<file path="config.mk">
export PLATFORM = sky130hd
export DESIGN_NAME = reload_cap_timer
export DESIGN_NICKNAME = d
export VERILOG_FILES = /design/src/rtl/rct_pkg.sv /design/src/rtl/rct_sync_edge.sv /design/src/rtl/rct_tick_gen.sv /design/src/rtl/rct_core.sv /design/src/rtl/reload_cap_timer.sv
export SDC_FILE = /design/constraint.sdc
export NUM_CORES = 1
export LEC_CHECK = 0
export ABC_CLOCK_PERIOD_IN_PS = 2480
export BUFFER_PORTS_ARGS = -buffer_cell sky130_fd_sc_hd__buf_2
export CAP_MARGIN = 10
export CORE_MARGIN = 5
export CORE_UTILIZATION = 35
export DETAILED_ROUTE_END_ITERATION = 6
export MAX_ROUTING_LAYER = met4
export SYNTH_ARGS = -nofsm -noshare
export SYNTH_HDL_FRONTEND = slang
export SYNTH_SLANG_ARGS = --single-unit
</file>
<file path="constraint.sdc">
create_clock -name clk -period 2.48 [get_ports clk]
set_input_delay 0.248 -clock clk [delete_from_list [all_inputs] [get_ports clk]]
set_output_delay 0.248 -clock clk [all_outputs]
set_load 0.1 [all_outputs]
</file>
<file path="src/rtl/rct_pkg.sv">
package rct_pkg;
  typedef enum logic [1:0] {
    SRC_SYS  = 2'd0,
    SRC_DIV  = 2'd1,
    SRC_SLOW = 2'd2,
    SRC_CMP  = 2'd3
  } tick_src_e;

  typedef enum logic [1:0] {
    ADR_COUNT  = 2'd0,
    ADR_RELOAD = 2'd1,
    ADR_FLAGS  = 2'd2,
    ADR_NONE   = 2'd3
  } reg_adr_e;

  localparam int FLG_LO  = 0;
  localparam int FLG_HI  = 1;
  localparam int FLG_CAP = 2;
endpackage

</file>
<file path="src/rtl/rct_sync_edge.sv">
module rct_sync_edge #(
  parameter int STAGES = 2
) (
  input  logic clk,
  input  logic rst,
  input  logic async_in,
  output logic rise
);
  logic [STAGES-1:0] sq;
  logic              last_q;

  genvar g;
  generate
    for (g = 0; g < STAGES; g++) begin : g_stage
      if (g == 0) begin : g_first
        always_ff @(posedge clk) begin
          if (rst) sq[0] <= 1'b0;
          else     sq[0] <= async_in;
        end
      end else begin : g_next
        always_ff @(posedge clk) begin
          if (rst) sq[g] <= 1'b0;
          else     sq[g] <= sq[g-1];
        end
      end
    end
  endgenerate

  always_ff @(posedge clk) begin
    if (rst) last_q <= 1'b0;
    else     last_q <= sq[STAGES-1];
  end

  assign rise = sq[STAGES-1] & ~last_q;
endmodule

</file>
<file path="src/rtl/rct_tick_gen.sv">
module rct_tick_gen
  import rct_pkg::*;
#(
  parameter int SYS_DIV  = 12,
  parameter int SLOW_DIV = 8,
  parameter int SYNC_N   = 2
) (
  input  logic      clk,
  input  logic      rst,
  input  tick_src_e sel,
  input  logic      slow_clk,
  input  logic      cmp_in,
  output logic      tick
);
  localparam int DW = (SYS_DIV  > 1) ? $clog2(SYS_DIV)  : 1;
  localparam int SW = (SLOW_DIV > 1) ? $clog2(SLOW_DIV) : 1;
  localparam logic [DW-1:0] DIV_LAST  = DW'(SYS_DIV - 1);
  localparam logic [SW-1:0] SLOW_LAST = SW'(SLOW_DIV - 1);

  logic [DW-1:0] div_q;
  logic [SW-1:0] slow_q;
  logic          slow_rise;
  logic          cmp_rise;

  rct_sync_edge #(.STAGES(SYNC_N)) u_slow_sync (
    .clk(clk), .rst(rst), .async_in(slow_clk), .rise(slow_rise)
  );

  rct_sync_edge #(.STAGES(SYNC_N)) u_cmp_sync (
    .clk(clk), .rst(rst), .async_in(cmp_in), .rise(cmp_rise)
  );

  always_ff @(posedge clk) begin
    if (rst)                   div_q <= '0;
    else if (div_q == DIV_LAST) div_q <= '0;
    else                       div_q <= div_q + 1'b1;
  end

  always_ff @(posedge clk) begin
    if (rst) slow_q <= '0;
    else if (slow_rise) begin
      if (slow_q == SLOW_LAST) slow_q <= '0;
      else                     slow_q <= slow_q + 1'b1;
    end
  end

  always_comb begin
    unique case (sel)
      SRC_SYS:  tick = 1'b1;
      SRC_DIV:  tick = (div_q == DIV_LAST);
      SRC_SLOW: tick = slow_rise && (slow_q == SLOW_LAST);
      SRC_CMP:  tick = cmp_rise;
      default:  tick = 1'b0;
    endcase
  end
endmodule

</file>
<file path="src/rtl/rct_core.sv">
module rct_core
  import rct_pkg::*;
#(
  parameter int CNT_W = 16
) (
  input  logic             clk,
  input  logic             rst,
  input  logic             tick,
  input  logic             cap_edge,
  input  logic             wr_en,
  input  reg_adr_e         wr_addr,
  input  logic [CNT_W-1:0] wr_data,
  input  logic             split_en,
  input  logic             capture_en,
  input  logic             run_lo,
  input  logic             run_hi,
  output logic [CNT_W-1:0] cnt_q,
  output logic [CNT_W-1:0] rld_q,
  output logic             ovf_lo_q,
  output logic             ovf_hi_q,
  output logic             cap_q
);
  localparam int HW = CNT_W / 2;
  localparam logic [HW-1:0] HALF_ONES = '1;
  localparam logic [CNT_W-1:0] FULL_ONES = '1;

  logic wr_cnt, wr_rld, wr_flg;
  logic [HW-1:0] lo_cur, hi_cur;

  assign wr_cnt = wr_en && (wr_addr == ADR_COUNT);
  assign wr_rld = wr_en && (wr_addr == ADR_RELOAD);
  assign wr_flg = wr_en && (wr_addr == ADR_FLAGS);
  assign lo_cur = cnt_q[HW-1:0];
  assign hi_cur = cnt_q[CNT_W-1:HW];

  always_ff @(posedge clk) begin
    if (rst) begin
      cnt_q    <= '0;
      rld_q    <= '0;
      ovf_lo_q <= 1'b0;
      ovf_hi_q <= 1'b0;
      cap_q    <= 1'b0;
    end else begin
      // clears first so that a set later in this block wins
      if (wr_flg) begin
        if (wr_data[FLG_LO])  ovf_lo_q <= 1'b0;
        if (wr_data[FLG_HI])  ovf_hi_q <= 1'b0;
        if (wr_data[FLG_CAP]) cap_q    <= 1'b0;
      end

      if (wr_cnt) begin
        cnt_q <= wr_data;
      end else if (capture_en) begin
        if (run_lo) begin
          cnt_q <= cnt_q + 1'b1;
          if (cnt_q == FULL_ONES) ovf_lo_q <= 1'b1;
        end
      end else if (split_en) begin
        if (run_lo && tick) begin
          if (lo_cur == HALF_ONES) begin
            cnt_q[HW-1:0] <= rld_q[HW-1:0];
            ovf_lo_q      <= 1'b1;
          end else begin
            cnt_q[HW-1:0] <= lo_cur + 1'b1;
          end
        end
        if (run_hi && tick) begin
          if (hi_cur == HALF_ONES) begin
            cnt_q[CNT_W-1:HW] <= rld_q[CNT_W-1:HW];
            ovf_hi_q          <= 1'b1;
          end else begin
            cnt_q[CNT_W-1:HW] <= hi_cur + 1'b1;
          end
        end
      end else if (run_lo && tick) begin
        if (cnt_q == FULL_ONES) begin
          cnt_q    <= rld_q;
          ovf_lo_q <= 1'b1;
        end else begin
          cnt_q <= cnt_q + 1'b1;
        end
      end

      if (capture_en && cap_edge) begin
        rld_q <= cnt_q;
        cap_q <= 1'b1;
      end else if (wr_rld) begin
        rld_q <= wr_data;
      end
    end
  end
endmodule

</file>
<file path="src/rtl/reload_cap_timer.sv">
module reload_cap_timer
  import rct_pkg::*;
#(
  parameter int CNT_W    = 16,
  parameter int SYS_DIV  = 12,
  parameter int SLOW_DIV = 8,
  parameter int SYNC_N   = 2
) (
  input  logic             clk,
  input  logic             rst,
  input  logic             wr_en,
  input  logic [1:0]       wr_addr,
  input  logic [CNT_W-1:0] wr_data,
  input  logic [1:0]       clk_sel,
  input  logic             slow_clk,
  input  logic             cmp_in,
  input  logic             cap_in,
  input  logic             split_en,
  input  logic             capture_en,
  input  logic             run_lo,
  input  logic             run_hi,
  output logic [CNT_W-1:0] count_o,
  output logic [CNT_W-1:0] reload_o,
  output logic             ovf_lo,
  output logic             ovf_hi,
  output logic             cap_flag
);
  logic tick;
  logic cap_edge;

  rct_tick_gen #(
    .SYS_DIV(SYS_DIV), .SLOW_DIV(SLOW_DIV), .SYNC_N(SYNC_N)
  ) u_tick (
    .clk(clk), .rst(rst), .sel(tick_src_e'(clk_sel)),
    .slow_clk(slow_clk), .cmp_in(cmp_in), .tick(tick)
  );

  rct_sync_edge #(.STAGES(SYNC_N)) u_cap_sync (
    .clk(clk), .rst(rst), .async_in(cap_in), .rise(cap_edge)
  );

  rct_core #(.CNT_W(CNT_W)) u_core (
    .clk(clk), .rst(rst), .tick(tick), .cap_edge(cap_edge),
    .wr_en(wr_en), .wr_addr(reg_adr_e'(wr_addr)), .wr_data(wr_data),
    .split_en(split_en), .capture_en(capture_en),
    .run_lo(run_lo), .run_hi(run_hi),
    .cnt_q(count_o), .rld_q(reload_o),
    .ovf_lo_q(ovf_lo), .ovf_hi_q(ovf_hi), .cap_q(cap_flag)
  );
endmodule

</file>
# Word level (Yosys, flattened, before mapping)
# Cells that the tools add are included.
dict set report word_totals {
  register_bits 51
  out_inout_bits 35
}
dict set report classes {
  n_eq_ne 12
  n_reduce_logical 18
  mux 34
  addsub 5
  bitwise 6
}
# cell n
set ops {}
lappend ops {{16-bit two-way mux} 8}
lappend ops {{8-bit two-way mux} 4}
lappend ops {{1-bit two-way mux} 20}
lappend ops {{16-bit by 1-bit adder with 16-bit output, second input constant} 1}
lappend ops {{8-bit by 1-bit adder with 8-bit output, second input constant} 2}
lappend ops {{16-bit == test, second input constant} 1}
lappend ops {{8-bit == test, second input constant} 2}
lappend ops {{1-bit logical AND} 7}
lappend ops {{2-bit == test, second input constant} 3}
lappend ops {{2-bit nonzero test} 3}
lappend ops {{4-bit by 1-bit adder with 4-bit output, second input constant} 1}
lappend ops {{2-bit by 1-bit == test with 1-bit output, second input constant} 2}
lappend ops {{4-bit == test, second input constant} 1}
lappend ops {{2-bit zero test} 2}
lappend ops {{4-bit by 1-bit != test with 1-bit output, second input constant} 1}
lappend ops {{1-bit case mux with 4 select lines} 1}
lappend ops {{2-bit AND reduction} 2}
lappend ops {{4-bit nonzero test} 1}
lappend ops {{3-bit by 1-bit adder with 3-bit output, second input constant} 1}
lappend ops {{1-bit bitwise AND} 3}
lappend ops {{3-bit == test, second input constant} 1}
lappend ops {{3-bit two-way mux} 1}
lappend ops {{3-bit by 1-bit != test with 1-bit output, second input constant} 1}
lappend ops {{1-bit inverter} 3}
lappend ops {{3 further kinds} 3}

# Longest topological paths before layout
# Gate-level depths: netlist of the first run.
dict set report logic_depth {
  ltp_word 9
  mapped_depth 9
  ltp_nobuf 8
}

# Cells and area by module
# From an unflattened synthesis of the first run, not the netlist that was laid out.
dict set report unflattened {
  hier_cells 367
  area_unflattened_um2 2972.9
}
# mod instances area_per_inst_um2 cells_each
set modules_own_cells {}
lappend modules_own_cells {rct_core 1 2384.8 313}
lappend modules_own_cells {rct_tick_gen 1 325.3 33}
lappend modules_own_cells {rct_sync_edge 3 87.6 7}

# Worst setup path before layout of the first run
# OpenSTA, ideal clock, no wires.
dict set report synth_timing {
  path_kind {flip-flop to flip-flop}
  start {reg u_core.cnt_q[0]}
  end {reg u_core.cnt_q[5]}
  setup_time_ns 0.117
  t_required_ns 2.363
  path_slack_ns -0.258
  stages_incl_launch_ff 8
  arrival_time_ns 2.622
  n_path_buf 0
  synth_period_minus_slack_ns 2.738
  path_cell_list {dfxtp_1 -> ha_1 -> nand4_1 -> nor3_1 -> o21ai_1 -> a21bo_2 -> a22o_1 -> a22o_1}
}
dict set report synth_via {
  elab_chain_len 6
}
# element line_no
set synth_lines {}
lappend synth_lines {{start, declared} rct_core.sv:17} ;# output logic [CNT_W-1:0] cnt_q,
lappend synth_lines {{start signal, assigned} rct_core.sv:52} ;# cnt_q <= wr_data;
lappend synth_lines {{start signal, assigned} rct_core.sv:55} ;# cnt_q <= cnt_q + 1'b1;
lappend synth_lines {{start signal, assigned by index} rct_core.sv:61} ;# cnt_q[HW-1:0] <= rld_q[HW-1:0];
lappend synth_lines {{16-bit by 1-bit adder with 16-bit output (tied with other cells)} {rct_core.sv:55, rct_core.sv:80}}
lappend synth_lines {{16-bit two-way mux / 8-bit two-way mux (equally long branches)} {rct_core.sv:76, rct_core.sv:60}}
lappend synth_lines {{16-bit two-way mux / 8-bit two-way mux (equally long branches)} {rct_core.sv:75, rct_core.sv:59}}
lappend synth_lines {{16-bit two-way mux} rct_core.sv:58} ;# end else if (split_en) begin
lappend synth_lines {{16-bit two-way mux *} rct_core.sv:53} ;# end else if (capture_en) begin
lappend synth_lines {{16-bit two-way mux *} rct_core.sv:51} ;# if (wr_cnt) begin
# Mark *: on every way between the ends. The rest lies on a longest branch, timed or not. The select of a mux whose other input is x is not followed.
# A chain may end at the register's enable or synchronous reset.

# Final worst setup path of the first run
dict set report layout_timing {
  start {reg u_tick.slow_q[0]}
  end {reg u_core.cnt_q[0]}
}
dict set report layout_via {
  elab_chain_len 6
}
# element line_no
set layout_lines {}
lappend layout_lines {{start, declared} rct_tick_gen.sv:21} ;# logic [SW-1:0] slow_q;
lappend layout_lines {{start signal, assigned} rct_tick_gen.sv:43} ;# else slow_q <= slow_q + 1'b1;
lappend layout_lines {{3-bit == test} rct_tick_gen.sv:51} ;# SRC_SLOW: tick = slow_rise && (slow_q == SLOW_LAST);
lappend layout_lines {{1-bit logical AND} rct_tick_gen.sv:51}
lappend layout_lines {{1-bit case mux with 4 select lines} rct_tick_gen.sv:48} ;# unique case (sel)
lappend layout_lines {{1-bit logical AND} {rct_core.sv:59, rct_core.sv:75}}
lappend layout_lines {{3-bit nonzero test (no line)} n/a}
lappend layout_lines {{2-bit AND reduction (no line)} n/a}
lappend layout_lines {{end signal, assigned by index} rct_core.sv:61}
lappend layout_lines {{end signal, assigned by index} rct_core.sv:64} ;# cnt_q[HW-1:0] <= lo_cur + 1'b1;
lappend layout_lines {{end signal, assigned} rct_core.sv:77} ;# cnt_q <= rld_q;
# Every way passes these cells.

==> results of run 1 <==
## cell type report
cell class / count / area share (%)
sequential: 51 / 30.6
inverter: 6 / 0.667
clock inverter: 1 / 0.222
clock buffer: 7 / 2.85
tap: 105 / 3.89
timing repair buffer: 74 / 11.7
multi-input combinational: 253 / 50.0
## registers in the layout, summed over array words and instances (netlist names)
register                   flops
u_core.cnt_q                  16
u_core.rld_q                  16
u_tick.div_q                   4
u_tick.slow_q                  3
u_cap_sync.sq                  2
u_tick.u_cmp_sync.sq           2
u_tick.u_slow_sync.sq          2
u_cap_sync.last_q              1
u_core.cap_q                   1
u_core.ovf_hi_q                1
u_core.ovf_lo_q                1
u_tick.u_cmp_sync.last_q       1
u_tick.u_slow_sync.last_q      1
## worst paths after layout
check                            from                        to  slack, ps
max                  u_tick.slow_q[0]           u_core.cnt_q[0]        170
max reg2reg          u_tick.slow_q[0]           u_core.cnt_q[0]        170
min reg2reg  u_tick.u_slow_sync.sq[0]  u_tick.u_slow_sync.sq[1]        440
min                            cmp_in   u_tick.u_cmp_sync.sq[0]        150
## cells by family (layout without fill, tap and decap cells)
family,after synthesis,after routing
muxes,17,17
DFF,51,51
and+or+nand+nor,130,130
xor gates and xnor gates,11,11
adders and majority gates,5,5
AOI/OAI and AO/OA,90,90
buffers and inverters,34,88
## per-layer routing
metal | wire, um | up-vias | track usage [%]
met2 | 3810 | 72 | 25.4
li1 | - | 1344 | -
met3 | 448 | 9 | 2.89
met4 | 137 | 0 | 5.93
met1 | 3610 | 1274 | 21.0
met5 | 0 | - | -
## power breakdown
group | internal (mW) | total (mW) | switching (mW)
Clock | 0.255 | 0.551 | 0.297
Combinational | 0.137 | 0.533 | 0.396
Sequential | 0.868 | 0.924 | 0.0564
## critical path, delay by kind of cell (launching register included)
family	cells	cell delay [ps]
AO/OA/AOI/OAI	4	970
AND/OR/NAND/NOR	2	320
flip-flops	1	330
buffers and inverters	1	220
adder cells (fa/ha/maj)	2	390
## cells in the mapped netlist, drive strengths merged, types with 3 or more instances
master,count
inv,6
nor3b,3
o31ai,4
nand4,8
nand3b,5
o21ai,15
nor2b,10
nor3,10
mux2i,17
ha,5
nand3,9
and4,3
a211oi,20
a21oi,22
nand2,17
dfxtp,51
nor2,45
xor2,4
nor4,4
buf,15
clkbuf,12
xnor2,7
and3,4
## per-stage QoR
stage / power [mW] / cell area [sq um] / std cells
floorplan: 1.37 / 2930 / 338
global placement: 1.47 / 3270 / 489
detailed placement: 1.48 / 3270 / 489
CTS: 2.02 / 3380 / 497
global route: 2.09 / 3380 / 497
finish: 2.01 / 3380 / 497
## layout by cell type (no fill, tap or decap), drive strengths merged, types with 3 or more instances in the layout
cell | Yosys | layout
a211oi | 20 | 20
a21oi | 22 | 22
and3 | 4 | 4
and4 | 3 | 3
buf | 15 | 74
clkbuf | 12 | 7
dfxtp | 51 | 51
ha | 5 | 5
inv | 6 | 6
mux2i | 17 | 17
nand2 | 17 | 17
nand3 | 9 | 9
nand3b | 5 | 5
nand4 | 8 | 8
nor2 | 45 | 45
nor2b | 10 | 10
nor3 | 10 | 10
nor3b | 3 | 3
nor4 | 4 | 4
o21ai | 15 | 15
o31ai | 4 | 4
xnor2 | 7 | 7
xor2 | 4 | 4
==> results, run 1 <==
- The category of the critical setup timing path is reg2reg.
- The number of buffers inserted by port buffering is 64.
- The synthesized design contains 51 register bits.
- The layout has 859 filler cells.
- The sequential area share after synthesis is 35.0%.
- Setup slack closes at 170 ps.
- The first global-routing pass estimated 13100 um of wire.
- The peak supply drop is 0.235 mV.
- The upper clock frequency limit is 0.433 GHz.
- The post-DP HPWL is 5800 um.
- The number of routed nets with antenna violations is 0.
- The number of gates given a new drive strength after cts is 0.
- Counting every instance in the synthesized netlist gives 338.
- For the pin with the worst max-slew slack, the measured transition is 645 ps.
- The height of the chip is 101 um.
- The residual overflow from global routing is 0.
- The master cell of the clock root buffer is sky130_fd_sc_hd__clkbuf_8.
- The depth of the worst hold-timing path is 2.
- In this run the worst path has a maximum fanout of 15.
- The iteration-0 DRC count of the detailed router is 176.
- The synthesized netlist occupies a cell area of 2920 sq um.
- Global routing used 16.3% of the available tracks across all layers.
- The distinct cell type count of the synthesized netlist is 66.
- The flow ran to the end, and the final reports show no timing, DRC or antenna violations.
- The proportion of netlist area held by the largest area contributor is 35.0%.
- The synthesized-area fraction occupied by adder cells is 2.15%.
- The average wire per cell in the routed design is 16.1 um.
- Summing the areas of all and, or, nand and nor instances in the mapped netlist gives 24.1% of the synthesized area.
- Traced cell by cell, the critical path runs through ha_1 > ha_1 > and4bb_2 > a2111oi_4 > a21boi_2 > buf_4 > nand3b_4 > o211ai_2 > a211oi_2.
- The dominant cell type by area after synthesis is sky130_fd_sc_hd__dfxtp_1.
- The final-layout setup total negative slack is 0 ps.
- The synthesized design contains 0 enable-type register cells.
- The clock-pin transition on the worst setup and hold timing paths is 100 ps.
- Headroom to the max-slew limit came out at 56.9%.
- The floorplan step defined a core boundary enclosing 8180 sq um.
- The critical path arrival is 2540 ps.
- The peak per-stage delay on the critical path is 430 ps.
- The later-pin clock latency in the skew report is 310 ps.
- The endpoint type of the worst setup path is a flop.
- After the last flow step, the layout net total stands at 426.
- The final worst clock skew is 12.5 ps.
- The number of max-slew violations in the final report came to 0.
- For this block, the routed nets add up to 8010 um of wire.
- In this run the static leakage power is 1.50 nW.
- The minimum setup slack after placement is 187 ps.
- From synthesis to final layout, the design area changed by 15.8%.
- The share of the clock period used by the worst path after layout is 93.2%.
- The number of inserted diodes is 0.
- Setup repair after global routing left no endpoint under its margin.
- The tightest hold margin is 145 ps.
- The commonest register cell after synthesis is sky130_fd_sc_hd__dfxtp_1.
- Max-cap violations in this run came to 0.
- The worst setup path is launched from a flop.
- The share of the synthesized area in compound gates (AO/OA/AOI/OAI) is 22.6%.
- After detailed routing, the number of vias per cell comes to 5.43.
- Counting flops with an async set or reset pin after synthesis yields a share of 0%.
- The yosys synthesis warning count is 0.
- The ratio of total power to cell area is 595 nW/um^2.
- Summing the areas of all xor and xnor instances in the mapped netlist gives 3.30% of the synthesized area.
- The detailed-router iteration count before antenna repair is 4.
- Sorting the synthesized cells by area gives the leading types as sky130_fd_sc_hd__dfxtp_1 35%, sky130_fd_sc_hd__mux2i_1 5.8%, sky130_fd_sc_hd__nor2_1 5.8%, sky130_fd_sc_hd__a211oi_1 4.9%, sky130_fd_sc_hd__a21oi_1 3.6%.
- The width of the die is 101 um.
- The clock tree from TritonCTS is yes.
- The number of rows created at floorplan is 33.
- The area of the multi-input gates is 1690 sq um.
- Counting stages on the worst path, the most repeated cell is sky130_fd_sc_hd__ha_1.
- For this run, design rule violations remaining after detail routing come to 0.
- The net count of the mapped netlist is 373.
- The worst reg-to-reg path cell count is 9.
- The clock buffer count from CTS is 5.
- The final weighted congestion of routability-driven global placement is 0.876.
- The number of buffers added to fix hold violations after cts is 0.
- The area occupied by registers is 1030 sq um.
- STA puts the critical path data required time at 2710 ps.
- The number of global-route vias before repair came to 2616.
- CTS built an H-tree with a depth of 2.
- After synthesis, the largest family of logic cells by area is simple AND/OR/NAND/NOR gates.
- The buffer levels on the longest clock path is 2.
- The post-route minimum period is 2310 ps.
- During I/O placement, the number of pins put on the boundary was 65.
- The die covers 10300 sq um.
- Cells fill 41.3% of the core in the end.
- For this configuration, the core starts out at a cell density of 35.7%.
- The path class of the lowest-slack min-delay path is in2reg.
- The initial antenna violation count is 0.
- Dividing the synthesized area by the synthesized cell count gives 8.63 sq um.
- The routed layout has 2699 vias.
- The slowest cell on the critical path is sky130_fd_sc_hd__a2111oi_4.
- In this run the post-CTS setup repair buffer count came out at 0.
- The post-route netlist has 28.8% of its cells at a drive strength greater than 1.
- Setup violations remaining at the end of the flow were counted as 0.
- Entering global routing, the biggest net connects 34 pins.
- The clock net sink count is 51.
- The final hold violation count is 0.
- The multiplexer area fraction after synthesis is 5.83%.
Power figures use the tool's default switching activity.
==> run 2, diff against run 1 <==
--- a/config.mk
+++ b/config.mk
@@ -11,6 +11,7 @@
 export CORE_MARGIN = 5
 export CORE_UTILIZATION = 35
 export DETAILED_ROUTE_END_ITERATION = 6
+export HOLD_SLACK_MARGIN = 0.15
 export MAX_ROUTING_LAYER = met4
 export SYNTH_ARGS = -nofsm -noshare
 export SYNTH_HDL_FRONTEND = slang
==> constraint.sdc (replaced) <==
create_clock -name clk -period 2.48 [get_ports clk]
set_input_delay 0.248 -clock clk [delete_from_list [all_inputs] [get_ports clk]]
set_output_delay 0.248 -clock clk [all_outputs]
set_load 0.005 [all_outputs]
==> run 2 against run 1 <==
  * First-iteration DRC count is 44% lower
  * Total power decreased by 13%
  * Sequential power is 2.4% lower
  * Critical path type unchanged
  * Critical endpoint is now u_core.cnt_q[3]
  * Largest cell class unchanged
==> results, run 2 (synthesis gave the netlist of run 1 again) <==
- Dividing the detail-routed via count by the number of cells gives 5.37.
- Setup repair after global routing left no endpoint under its margin.
- At the pin with the least slew margin, the transition time is 618 ps.
- Row generation in the floorplan step produced 33 rows.
- In the final routed layout, each cell accounts on average for 15.6 um.
- The initial antenna violation count is 0.
- For flop-to-flop paths, the worst setup slack is 170 ps.
- The first detailed-routing pass took 4 iterations.
- The post-route minimum period is 2310 ps.
- At the worst endpoint, the arrival time is 2530 ps.
- The global routing stage identified its most utilized layer as met2.
- The maximum net fanout on the critical path is 18.
- The wire length of the first global-routing pass is 13100 um.
- The clock-pin transition on the worst setup and hold timing paths is 100 ps.
- The number of buffers inserted by port buffering is 64.
- Pin placement for this block handled 65 I/O pins.
- The depth of the worst hold-timing path is 2.
- The worst reg-to-reg path cell count is 7.
- The floorplan step defined a die boundary enclosing 10300 sq um.
- The tool flagged a number of max-cap violations equal to 0.
- In this design, the stage delay of the slowest critical-path cell is 480 ps.
- The slack of the critical path is 169 ps.
- The endpoint required time on the critical path is 2700 ps.
- Leaving out fill and tap cells, the most frequent cell in the layout is sky130_fd_sc_hd__buf_2.
- After layout, the design draws a total of 1.75 mW.
- The effective utilization at floorplan is 35.7%.
- The tightest slew margin relative to the limit is 58.7%.
- The logic gate share of total power is 18.5%.
- The final worst clock skew is 7.87 ps.
- The number of global-route vias before repair is 2735.
- The share of the clock period used by the worst path after layout is 93.2%.
- The number of inserted diodes is 0.
- In this run the most critical hold path is launched from wr_data[5].
- The total instance count after detailed placement is 498.
- The post-DP HPWL is 5840 um.
- At the end of the flow, the number of nets in the layout was 438.
- Before CTS, the worst setup slack after placement is 67.5 ps.
- The hold-critical path endpoint is u_core.cnt_q[5].
- Entering global routing, the biggest net connects 34 pins.
- The routed layout has 2735 vias.
- The flow ran to the end, and the final reports show no timing, DRC or antenna violations.
- The peak supply drop is 0.280 mV.
- The die is 101 um tall.
- The net switching component of the power is 0.507 mW.
- The iteration-0 DRC count of the detailed router is 98.
- The startpoint identified for the worst register-to-register timing path is u_tick.slow_q[0].
- The internal power is 1.24 mW.
- The global-route track usage on met3 is 3.10%.
- The signal on the critical path passes through ha_1 > ha_1 > and4bb_2 > a2111oi_4 > a21boi_4 > a41o_1 > a32o_1.
- The worst setup path is of the reg2reg kind.
- In the final layout, the share of cells above drive strength 1 is 27.5%.
- The overall fraction of global-route tracks in use is 16.3%.
- The final hold violation count was 0.
- The ratio of total power to cell area is 506 nW/um^2.
- At the later pin of the worst-skew pair, clock insertion delay measures 310 ps.
- The endpoint of the most critical register-to-register path is u_core.cnt_q[3].
- The core region is 8180 sq um.
- The count of endpoints failing setup in the final report is 0.
- Global routing consumed, on the met2 layer, 25.6% of the routing resources.
- In this run, the clock network consumes 30.0% of the power.
- After detailed routing, the number of remaining DRC violations is 0.
- The endpoint type of the worst setup path is a flop.
- The kind of start point of the critical path is a flop.
- The number of max-slew violations in the final report is 0.
- The final-layout setup total negative slack is 0 ps.
- Based on the critical path, the design can be clocked at up to 0.433 GHz.
- No sink is reached through more buffers than the 2 on the longest clock path.
- The largest registers in the layout are u_core.cnt_q (16), u_core.rld_q (16), u_tick.div_q (4).
- The clock tree from TritonCTS is yes.
- The cell with the most instances on the worst path is sky130_fd_sc_hd__ha_1.
- Clock tree synthesis found a total of 51 sinks.
- The width of the die is 101 um.
- The final weighted congestion of routability-driven global placement is 0.898.
- Global routing used 21.3% of the available met1 tracks.
- The analysis attributes to cell leakage a power of 1.56 nW.
- The clock tree synthesis step divided the H-tree into 2 levels.
- The slowest cell on the critical path is sky130_fd_sc_hd__a2111oi_4.
- Leaving out fill and tap cells, the most frequent cells in the layout are 64 x sky130_fd_sc_hd__buf_2, 51 x sky130_fd_sc_hd__dfxtp_1, 45 x sky130_fd_sc_hd__nor2_1, 21 x sky130_fd_sc_hd__a21oi_1.
- The final layout contains routed wiring with a total length of 7940 um.
- Buffers inserted during clock tree synthesis total 5.
- The residual overflow from global routing is 0.
- The count of nets left with antenna violations once routing finished came out at 0.
- In this run the post-CTS setup repair buffer count came out at 0.
- Per report_power, the sequential group accounts for 51.5% of the total.
- Compared with the post-synthesis result, the final layout area differs by 18.7%.
- The finished layout holds 509 standard cells, fillers aside.
- The min-delay analysis places its worst path in the category in2reg.
- Clock tree synthesis selected as its root buffer the cell sky130_fd_sc_hd__clkbuf_8.
- In this run switching power makes up 29.0% of total power.
run 2: repair_timing:
action	4_1_cts	5_1_grt
hold buffers	3	0
setup endpoints to repair	0	3
hold endpoints to repair	3	0
gates resized for setup	0	1
run 2: stage by stage:
stage / instance area [sq um] / hold WS [ps] / util, %
floorplan: 2920 / 373 / -
global placement: 3330 / 421 / 40.7
detailed placement: 3330 / 421 / 40.7
CTS: 3460 / 153 / 42.3
global route: 3460 / 152 / 42.4
finish: 3460 / 158 / 42.4
run 2: power by group through the flow:
stage / clock network (mW) / registers [mW] / logic, mW
finish: 0.526 / 0.902 / 0.323
global route: 0.573 / 0.910 / 0.361
CTS: 0.547 / 0.903 / 0.325
detailed placement: 0 / 0.921 / 0.320
global placement: 0 / 0.920 / 0.315
floorplan: 0 / 0.920 / 0.200
run 2: worst max path at each step:
stage	start	to	slack (ps)	cells past startpoint
after detailed placement	u_tick.slow_q[0]	u_core.cnt_q[5]	70	8
after floorplan	u_tick.slow_q[0]	u_core.cnt_q[3]	420	7
after global placement	u_tick.slow_q[0]	u_core.cnt_q[5]	110	8
after global routing	u_tick.slow_q[0]	u_core.cnt_q[14]	20	8
after CTS	u_tick.slow_q[0]	u_core.cnt_q[5]	40	8
final	u_tick.slow_q[0]	u_core.cnt_q[3]	170	7
run 2: final cells by class:
class / count / area, sq um
flip-flops and latches: 51 / 1020
multi-input cells: 253 / 1700
well taps: 105 / 131
inverters: 6 / 22.5
repair buffers: 86 / 493
clock inverters: 2 / 16.3
clock buffers: 6 / 82.6
fillers: 850 / 4710
run 2: metal layers:
| metal | wire length, um | up-vias |
|---|---|---|
| li1 | - | 1362 |
| met3 | 367 | 10 |
| met1 | 3790 | 1303 |
| met2 | 3650 | 60 |
| met5 | 0 | - |
| met4 | 133 | 0 |
run 2: critical path: cells and delay by family (launching register included):
family,cells,cell delay (ps)
AOI/OAI and AO/OA,4,1240
DFF,1,330
adders and majority gates,2,390
and+or+nand+nor,1,250
